===== config.mk =====
export PLATFORM = sky130hd
export DESIGN_NAME = cplx_requant_top
export DESIGN_NICKNAME = d
export VERILOG_FILES = /design/src/rtl/cplx_requant_pkg.sv /design/src/rtl/rail_requant.sv /design/src/rtl/requant_out_stage.sv /design/src/rtl/cplx_requant_top.sv
export SDC_FILE = /design/constraint.sdc
export NUM_CORES = 1
export LEC_CHECK = 0
export ABC_CLOCK_PERIOD_IN_PS = 1000
export BUFFER_PORTS_ARGS = -buffer_cell sky130_fd_sc_hd__buf_4
export CORE_MARGIN = 4
export CORE_UTILIZATION = 45
export DETAILED_ROUTE_END_ITERATION = 10
export GPL_TIMING_DRIVEN = 0
export PLACE_DENSITY = 0.75
export SYNTH_ARGS = -nofsm -noshare
export SYNTH_HDL_FRONTEND = slang
export SYNTH_HIERARCHICAL = 1
export SYNTH_SLANG_ARGS = --single-unit
export TNS_END_PERCENT = 10

===== constraint.sdc =====
create_clock -name clk -period 1 [get_ports clk]
set_input_delay 0.15 -clock clk [delete_from_list [all_inputs] [get_ports clk]]
set_output_delay 0.15 -clock clk [all_outputs]
set_load 0.01 [all_outputs]

===== src/rtl/cplx_requant_pkg.sv =====
package cplx_requant_pkg;
   localparam int unsigned SRC_W    = 25;
   localparam int unsigned SRC_FRAC = 23;
   localparam int unsigned DST_W    = 16;
   localparam int unsigned DST_FRAC = 15;

   typedef enum logic {
      SRC_CHANNEL = 1'b0,
      SRC_ADC     = 1'b1
   } src_sel_e;
endpackage


===== src/rtl/rail_requant.sv =====
module rail_requant #(
   parameter int unsigned IN_W     = 25,
   parameter int unsigned IN_FRAC  = 23,
   parameter int unsigned OUT_W    = 16,
   parameter int unsigned OUT_FRAC = 15
) (
   input  logic [IN_W-1:0]  din,
   output logic [OUT_W-1:0] dout,
   output logic             clip
);
   localparam int unsigned SH = IN_FRAC - OUT_FRAC;
   localparam int unsigned EW = IN_W + 1;
   localparam int unsigned RW = EW - SH;
   localparam int unsigned HW = RW - OUT_W + 1;

   localparam logic [OUT_W-1:0] Q_MAX = {1'b0, {(OUT_W-1){1'b1}}};
   localparam logic [OUT_W-1:0] Q_MIN = {1'b1, {(OUT_W-1){1'b0}}};

   logic [EW-1:0] ext;
   logic [RW-1:0] scaled;
   logic [HW-1:0] head;

   assign ext = {din[IN_W-1], din};

   generate
      if (SH > 0) begin : g_round
         localparam logic [EW-1:0] BIAS = EW'(1) << (SH - 1);
         logic [EW-1:0] biased;
         assign biased = ext + BIAS;
         assign scaled = biased[EW-1:SH];
      end else begin : g_noround
         assign scaled = ext;
      end
   endgenerate

   assign head = scaled[RW-1:OUT_W-1];

   always_comb begin
      clip = !((&head) || (~|head));
      if (clip) begin
         dout = scaled[RW-1] ? Q_MIN : Q_MAX;
      end else begin
         dout = scaled[OUT_W-1:0];
      end
   end
endmodule


===== src/rtl/requant_out_stage.sv =====
module requant_out_stage #(
   parameter int unsigned OUT_W = 16
) (
   input  logic               clk,
   input  logic               rst_n,
   input  logic               in_valid,
   input  logic               sel_adc,
   input  logic [OUT_W-1:0]   q_re,
   input  logic [OUT_W-1:0]   q_im,
   input  logic               clip_re,
   input  logic               clip_im,
   input  logic [OUT_W-1:0]   adc_code,
   output logic               out_valid,
   output logic [2*OUT_W-1:0] out_word,
   output logic               sat_flag
);
   logic [2*OUT_W-1:0] next_word;
   logic               hit;

   always_comb begin
      if (sel_adc) begin
         next_word = {adc_code, {OUT_W{1'b0}}};
      end else begin
         next_word = {q_re, q_im};
      end
      hit = in_valid && !sel_adc && (clip_re || clip_im);
   end

   always_ff @(posedge clk or negedge rst_n) begin
      if (!rst_n) begin
         out_valid <= 1'b0;
         out_word  <= '0;
         sat_flag  <= 1'b0;
      end else begin
         out_valid <= in_valid;
         if (in_valid) begin
            out_word <= next_word;
         end
         if (hit) begin
            sat_flag <= 1'b1;
         end
      end
   end
endmodule


===== src/rtl/cplx_requant_top.sv =====
module cplx_requant_top
   import cplx_requant_pkg::*;
#(
   parameter int unsigned IN_W     = SRC_W,
   parameter int unsigned IN_FRAC  = SRC_FRAC,
   parameter int unsigned OUT_W    = DST_W,
   parameter int unsigned OUT_FRAC = DST_FRAC
) (
   input  logic                 clk,
   input  logic                 rst_n,
   input  logic                 mode_bypass,
   input  logic                 in_valid,
   input  logic [IN_W-1:0]      chan_re,
   input  logic [IN_W-1:0]      chan_im,
   input  logic [OUT_W-1:0]     adc_sample,
   output logic                 out_valid,
   output logic [2*OUT_W-1:0]   out_word,
   output logic                 sat_flag
);
   generate
      if (IN_FRAC < OUT_FRAC) begin : g_bad_frac
         $error("input fraction bits must not be fewer than output fraction bits");
      end
      if ((IN_W - IN_FRAC) < (OUT_W - OUT_FRAC)) begin : g_bad_int
         $error("input integer bits must not be fewer than output integer bits");
      end
      if (OUT_W < 2) begin : g_bad_w
         $error("output width too small");
      end
   endgenerate

   localparam int unsigned NRAIL = 2;

   logic [IN_W-1:0]  rail_in   [NRAIL];
   logic [OUT_W-1:0] rail_q    [NRAIL];
   logic             rail_clip [NRAIL];
   src_sel_e         sel;

   assign rail_in[0] = chan_re;
   assign rail_in[1] = chan_im;
   assign sel = src_sel_e'(mode_bypass);

   for (genvar i = 0; i < NRAIL; i++) begin : g_rail
      rail_requant #(
         .IN_W     (IN_W),
         .IN_FRAC  (IN_FRAC),
         .OUT_W    (OUT_W),
         .OUT_FRAC (OUT_FRAC)
      ) u_rail (
         .din  (rail_in[i]),
         .dout (rail_q[i]),
         .clip (rail_clip[i])
      );
   end

   requant_out_stage #(
      .OUT_W (OUT_W)
   ) u_stage (
      .clk       (clk),
      .rst_n     (rst_n),
      .in_valid  (in_valid),
      .sel_adc   (sel == SRC_ADC),
      .q_re      (rail_q[0]),
      .q_im      (rail_q[1]),
      .clip_re   (rail_clip[0]),
      .clip_im   (rail_clip[1]),
      .adc_code  (adc_sample),
      .out_valid (out_valid),
      .out_word  (out_word),
      .sat_flag  (sat_flag)
   );
endmodule


==> Word level (Yosys, flattened, before mapping) <==
Index checks and enable logic that the tools add are counted.
{ "op_classes": {"reduce_logical": 14, "n_addsub": 2, "muxes": 5} }
{ "ops": {"columns": ["op", "n"], "rows": [
  ["2-to-1 mux 16 bit", 4],
  ["adder 25 x 9 -> 26 bit (second input constant)", 2],
  ["2-to-1 mux 32 bit", 1],
  ["AND reduction 3 bit", 2],
  ["OR reduction 3 bit", 2],
  ["logical NOT 1 bit", 5],
  ["logical OR 1 bit", 3],
  ["logical AND 1 bit", 2]
]} }
{ "word_totals": {"register_bits": 34, "wordCells": 24, "output_inout_bits": 34, "in_bits": 70} }

==> Logic depth before layout (Yosys ltp) <==
{ "depth": {"ltp_word": 7, "ltp_mapped": 10, "depth_no_buf": 8} }

==> Modules after synthesis <==
The synthesis kept the hierarchy.
{ "modules_own_cells": {"columns": ["mod", "seq_area_each_um2", "area_each_um2", "cells_per_inst", "instances"], "rows": [
  ["requant_out_stage", 850.8, 1516.5, 144, 1],
  ["rail_requant (g_rail[0].u_rail)", 0.0, 745.7, 119, 1],
  ["rail_requant (g_rail[1].u_rail)", 0.0, 723.2, 117, 1]
]} }

==> Worst setup path after synthesis <==
Ideal clock, no wire load.
{ "synth_path": {"path_type": "in2reg", "startpoint": "in chan_re[7]", "endpoint": "reg u_stage.out_word[16]", "t_required_ns": 0.874, "path_slack_ns": -1.094, "path_buffers": 1, "setup_ns": 0.126, "stages": 9, "arrival_ns": 1.968, "path_cell_list": "ha_1 -> nand4_4 -> or4_1 -> buf_2 -> or4_4 -> a21oi_2 -> nor3_1 -> mux2i_1 -> a21oi_1"} }
{ "synth_lines": {"columns": ["item", "line", "rtl"], "rows": [
  ["from (decl)", "cplx_requant_top.sv:13", "input logic [IN_W-1:0] chan_re,"],
  ["to (signal assigned)", "requant_out_stage.sv:37", "out_word <= next_word;"],
  ["to (decl)", "requant_out_stage.sv:14", "output logic [2*OUT_W-1:0] out_word,"]
]} }

==> impl_metrics.tcl <==
set metrics [dict create \
    status "complete, but fails checks" \
    violations "setup timing" \
    dp_cells 541 \
    synth_enable_flop_cells 0 \
    final_area_sq_um 4440 \
    rrSetupSlack_ps 300 \
    grt_pass1_wl_um 14700 \
    viasPerCell 5.87 \
    wl_per_cell_um 17.3 \
    diodes 0 \
    r2r-end "u_stage/sat_flag$_DFFE_PN0P_" \
    syn_area_per_cell_sq_um 7.86 \
    netlist.area_leader.share_pct 28.5 \
    hold_class "in -> reg" \
    power_density_nw_per_um2 1040 \
    fin_cells 569 \
    cts_tree "built" \
    dr_wl_met2_um 4970 \
    power_frac_clock_pct 33.3 \
    first_pass_iters 5 \
    worstMarginPinSlew_ps 710 \
    finClkSkew_ps 0 \
    synthesis.nets 452 \
    crit_path_end_kind "flip-flop" \
    dpl.hpwl_um 7030 \
    ir_drop_uv 798 \
    final_nets 563 \
    total_power_w 0.00463 \
    worstPathMaxFanout 7 \
    yosysWarnings 6 \
    setup_viol 33 \
    clock.fmax_mhz 540 \
    p_comb_share_pct 31.8 \
    ys_ff_latch 34 \
    hold_viol 0 \
    grt_max_degree 35 \
    root_buffer "clkbuf_8" \
    drt-met1-wl_um 4090 \
    holdPathStages 3 \
    p_leak_nw 1.88 \
    htreeDepth 2 \
    path_clk_slew_ps 80 \
    first_iter_violations 255 \
    synthArstFlopShare_pct 100 \
    area_growth_pct 48.6 \
    fin_tns_setup_ps -22500 \
    fin_util_pct 69.5 \
    yosysSeqAreaShare_pct 28.5 \
    ys.flop_type "dfrtp_1" \
    dr_wl_met3_um 567 \
    die_x_um 89.5 \
    switching_share_pct 29.8 \
    synthCells 380 \
    ys_top_cells_by_area "dfrtp_1 (28%), mux2i_1 (6.0%), a21oi_1 (5.7%), nor2_1 (5.5%), o21ai_0 (5.2%)" \
    final.period_utilization_pct 185 \
    port-buffer-count 84 \
    syn-cell-area_sq_um 2990 \
    rsz0062_at_grt "true" \
    start_kind "input port" \
    drtAntennaViolNets 0 \
    p_sw_w 0.00138 \
    drive_gt1_share_pct 35.2 \
    wirelength_um 9830 \
    synth_top_area_cell "dfrtp_1" \
    cts_buffer_depth 2 \
    io_pins 104 \
    core_area_sq_um 6390 \
    seqPwrFrac_pct 34.9 \
    maxSlewViolCount 0 \
    track_usage_pct 23.3 \
    die-height_um 89.5 \
    r2r-start "u_stage/sat_flag$_DFFE_PN0P_" \
    clkLatencyLatePin_ps 280 \
    crit_required_ps 1170 \
    cts.sinks 34 \
    antenna_found_initial 0 \
    worstHoldStart "adc_sample[6]" \
    postLayoutSetupSlackWorst_ps -850 \
    p_int_w 0.00325 \
    numCtsBuffers 5 \
    drc 0 \
    maxCapViolations 0 \
    initial_core_util_pct 46.7 \
    path_class "in -> reg" \
    finalCriticalPeriod_ps 1850 \
    rr_worst_depth 1 \
    critPathArrivalTime_ps 2020 \
    place_area_sq_um 3740 \
    min_to "u_stage/out_word[22]$_DFFE_PN0P_" \
    synth.distinct_cells 58 \
    num_rows 29 \
    die_area_sq_um 8000 \
    place_congestion 0.937 \
    slew_headroom_pct 52.5 \
    grt_pass1_vias 3096 \
    vias 3340 \
    grt_overflow 0 \
    routed.top_layer "met4" \
]
## worst max-delay path: stages
cell and delay [ps]:
buf_4 120, nand2_2 80, or4_4 570, or4_4 570, nand3_4 140, o21ai_1 90
mux2i_1 200, a21oi_1 100
## final cells by class
| cell class | count | area, sq um |
|---|---|---|
| clock inverters | 3 | 68.8 |
| multi-input cells | 299 | 2150 |
| inverters | 23 | 86.3 |
| plain buffers | 23 | 171 |
| flip-flops and latches | 34 | 851 |
| well taps | 77 | 96.3 |
| clock buffers | 5 | 68.8 |
| fillers | 514 | 1950 |
| repair buffers | 105 | 946 |
## through the flow
step | setup WS, ps | hold slack (ps)
after CTS | -842 | 146
after detailed placement | -1330 | 126
after global placement | -1320 | 123
after floorplan | -987 | -146
final | -850 | 146
after global routing | -904 | 158
## worst max path at each step
stage                 from                                to  slack, ps  cells past startpoint
3_3_place_gp    chan_im[7]  u_stage/out_word[12]$_DFFE_PN0P_      -1320                     11
5_1_grt         chan_im[8]   u_stage/out_word[7]$_DFFE_PN0P_       -900                     12
2_1_floorplan   chan_re[7]  u_stage/out_word[16]$_DFFE_PN0P_       -990                      9
6_report       chan_re[13]  u_stage/out_word[26]$_DFFE_PN0P_       -850                      8
3_5_place_dp    chan_im[8]  u_stage/out_word[12]$_DFFE_PN0P_      -1330                     11
4_1_cts         chan_re[8]  u_stage/out_word[26]$_DFFE_PN0P_       -840                     10
## synthesized netlist by cell type, types with 3 or more instances
library cell / count
and3_1: 4
a21oi_1: 34
nor4_1: 11
nor3_1: 9
nand4_1: 10
inv_1: 22
dfrtp_1: 34
or4_1: 6
nor2_1: 44
a211oi_1: 6
nand3b_1: 16
nand3_1: 13
o21a_1: 7
xor2_1: 9
o21ai_1: 6
o21ai_0: 31
maj3_1: 4
mux2i_1: 18
nand2b_1: 3
buf_2: 8
nand2_1: 13
xnor2_1: 10
clkbuf_1: 10
or2_2: 5
## placed cells by master (no fill, tap or decap), types with 3 or more instances in the layout
master,instances
a211oi_1,6
a21oi_1,29
a21oi_2,6
and3_1,4
buf_12,3
buf_2,5
buf_4,72
buf_6,32
buf_8,4
clkbuf_1,5
clkbuf_2,3
clkbuf_8,6
dfrtp_1,34
inv_1,22
maj3_1,4
mux2i_1,18
nand2_1,11
nand2b_1,3
nand3_1,12
nand3b_1,16
nand4_1,10
nand4_4,3
nor2_1,44
nor3_1,8
nor4_1,4
nor4_2,4
nor4_4,4
o21a_1,7
o21ai_0,16
o21ai_1,17
o21ai_2,3
or2_4,3
or4_4,6
xnor2_1,10
xor2_1,9
## sequential cells by signal (all words and copies together), names as in the netlist
| name | cells |
|---|---|
| u_stage/out_word | 32 |
| u_stage/sat_flag | 1 |
| u_stage/out_valid | 1 |
## cell families after synthesis
logic type	Yosys count	synth area share, %
AO/OA/AOI/OAI	106	21.0
XOR/XNOR	19	5.57
adder cells (fa/ha/maj)	6	2.18
buffers and inverters	47	7.59
flip-flops	34	28.5
multiplexers	19	6.41
AND/OR/NAND/NOR	149	28.8
## routing by layer
metal / up-vias / track usage, %
li1: 1600 / -
met1: 1594 / 30.8
met2: 124 / 39.0
met3: 22 / 3.96
met4: 0 / 6.63
met5: - / 0
## power groups by stage
| stage | clock, W | combinational (W) | sequential, W |
|---|---|---|---|
| floorplan | 0 | 0.000583 | 0.00167 |
| global placement | 0 | 0.00125 | 0.00162 |
| detailed placement | 0 | 0.00127 | 0.00162 |
| CTS | 0.00157 | 0.00133 | 0.00160 |
| global route | 0.00165 | 0.00161 | 0.00163 |
| finish | 0.00154 | 0.00147 | 0.00162 |
## repair_timing
item                       in CTS  in global routing
pin swaps                      13                 14
setup buffers                   6                 13
hold buffers                    2                  0
setup endpoints to repair      35                 61
hold endpoints to repair       35                  0
gates resized for setup        41                 65
Power figures use the tool's default switching activity.
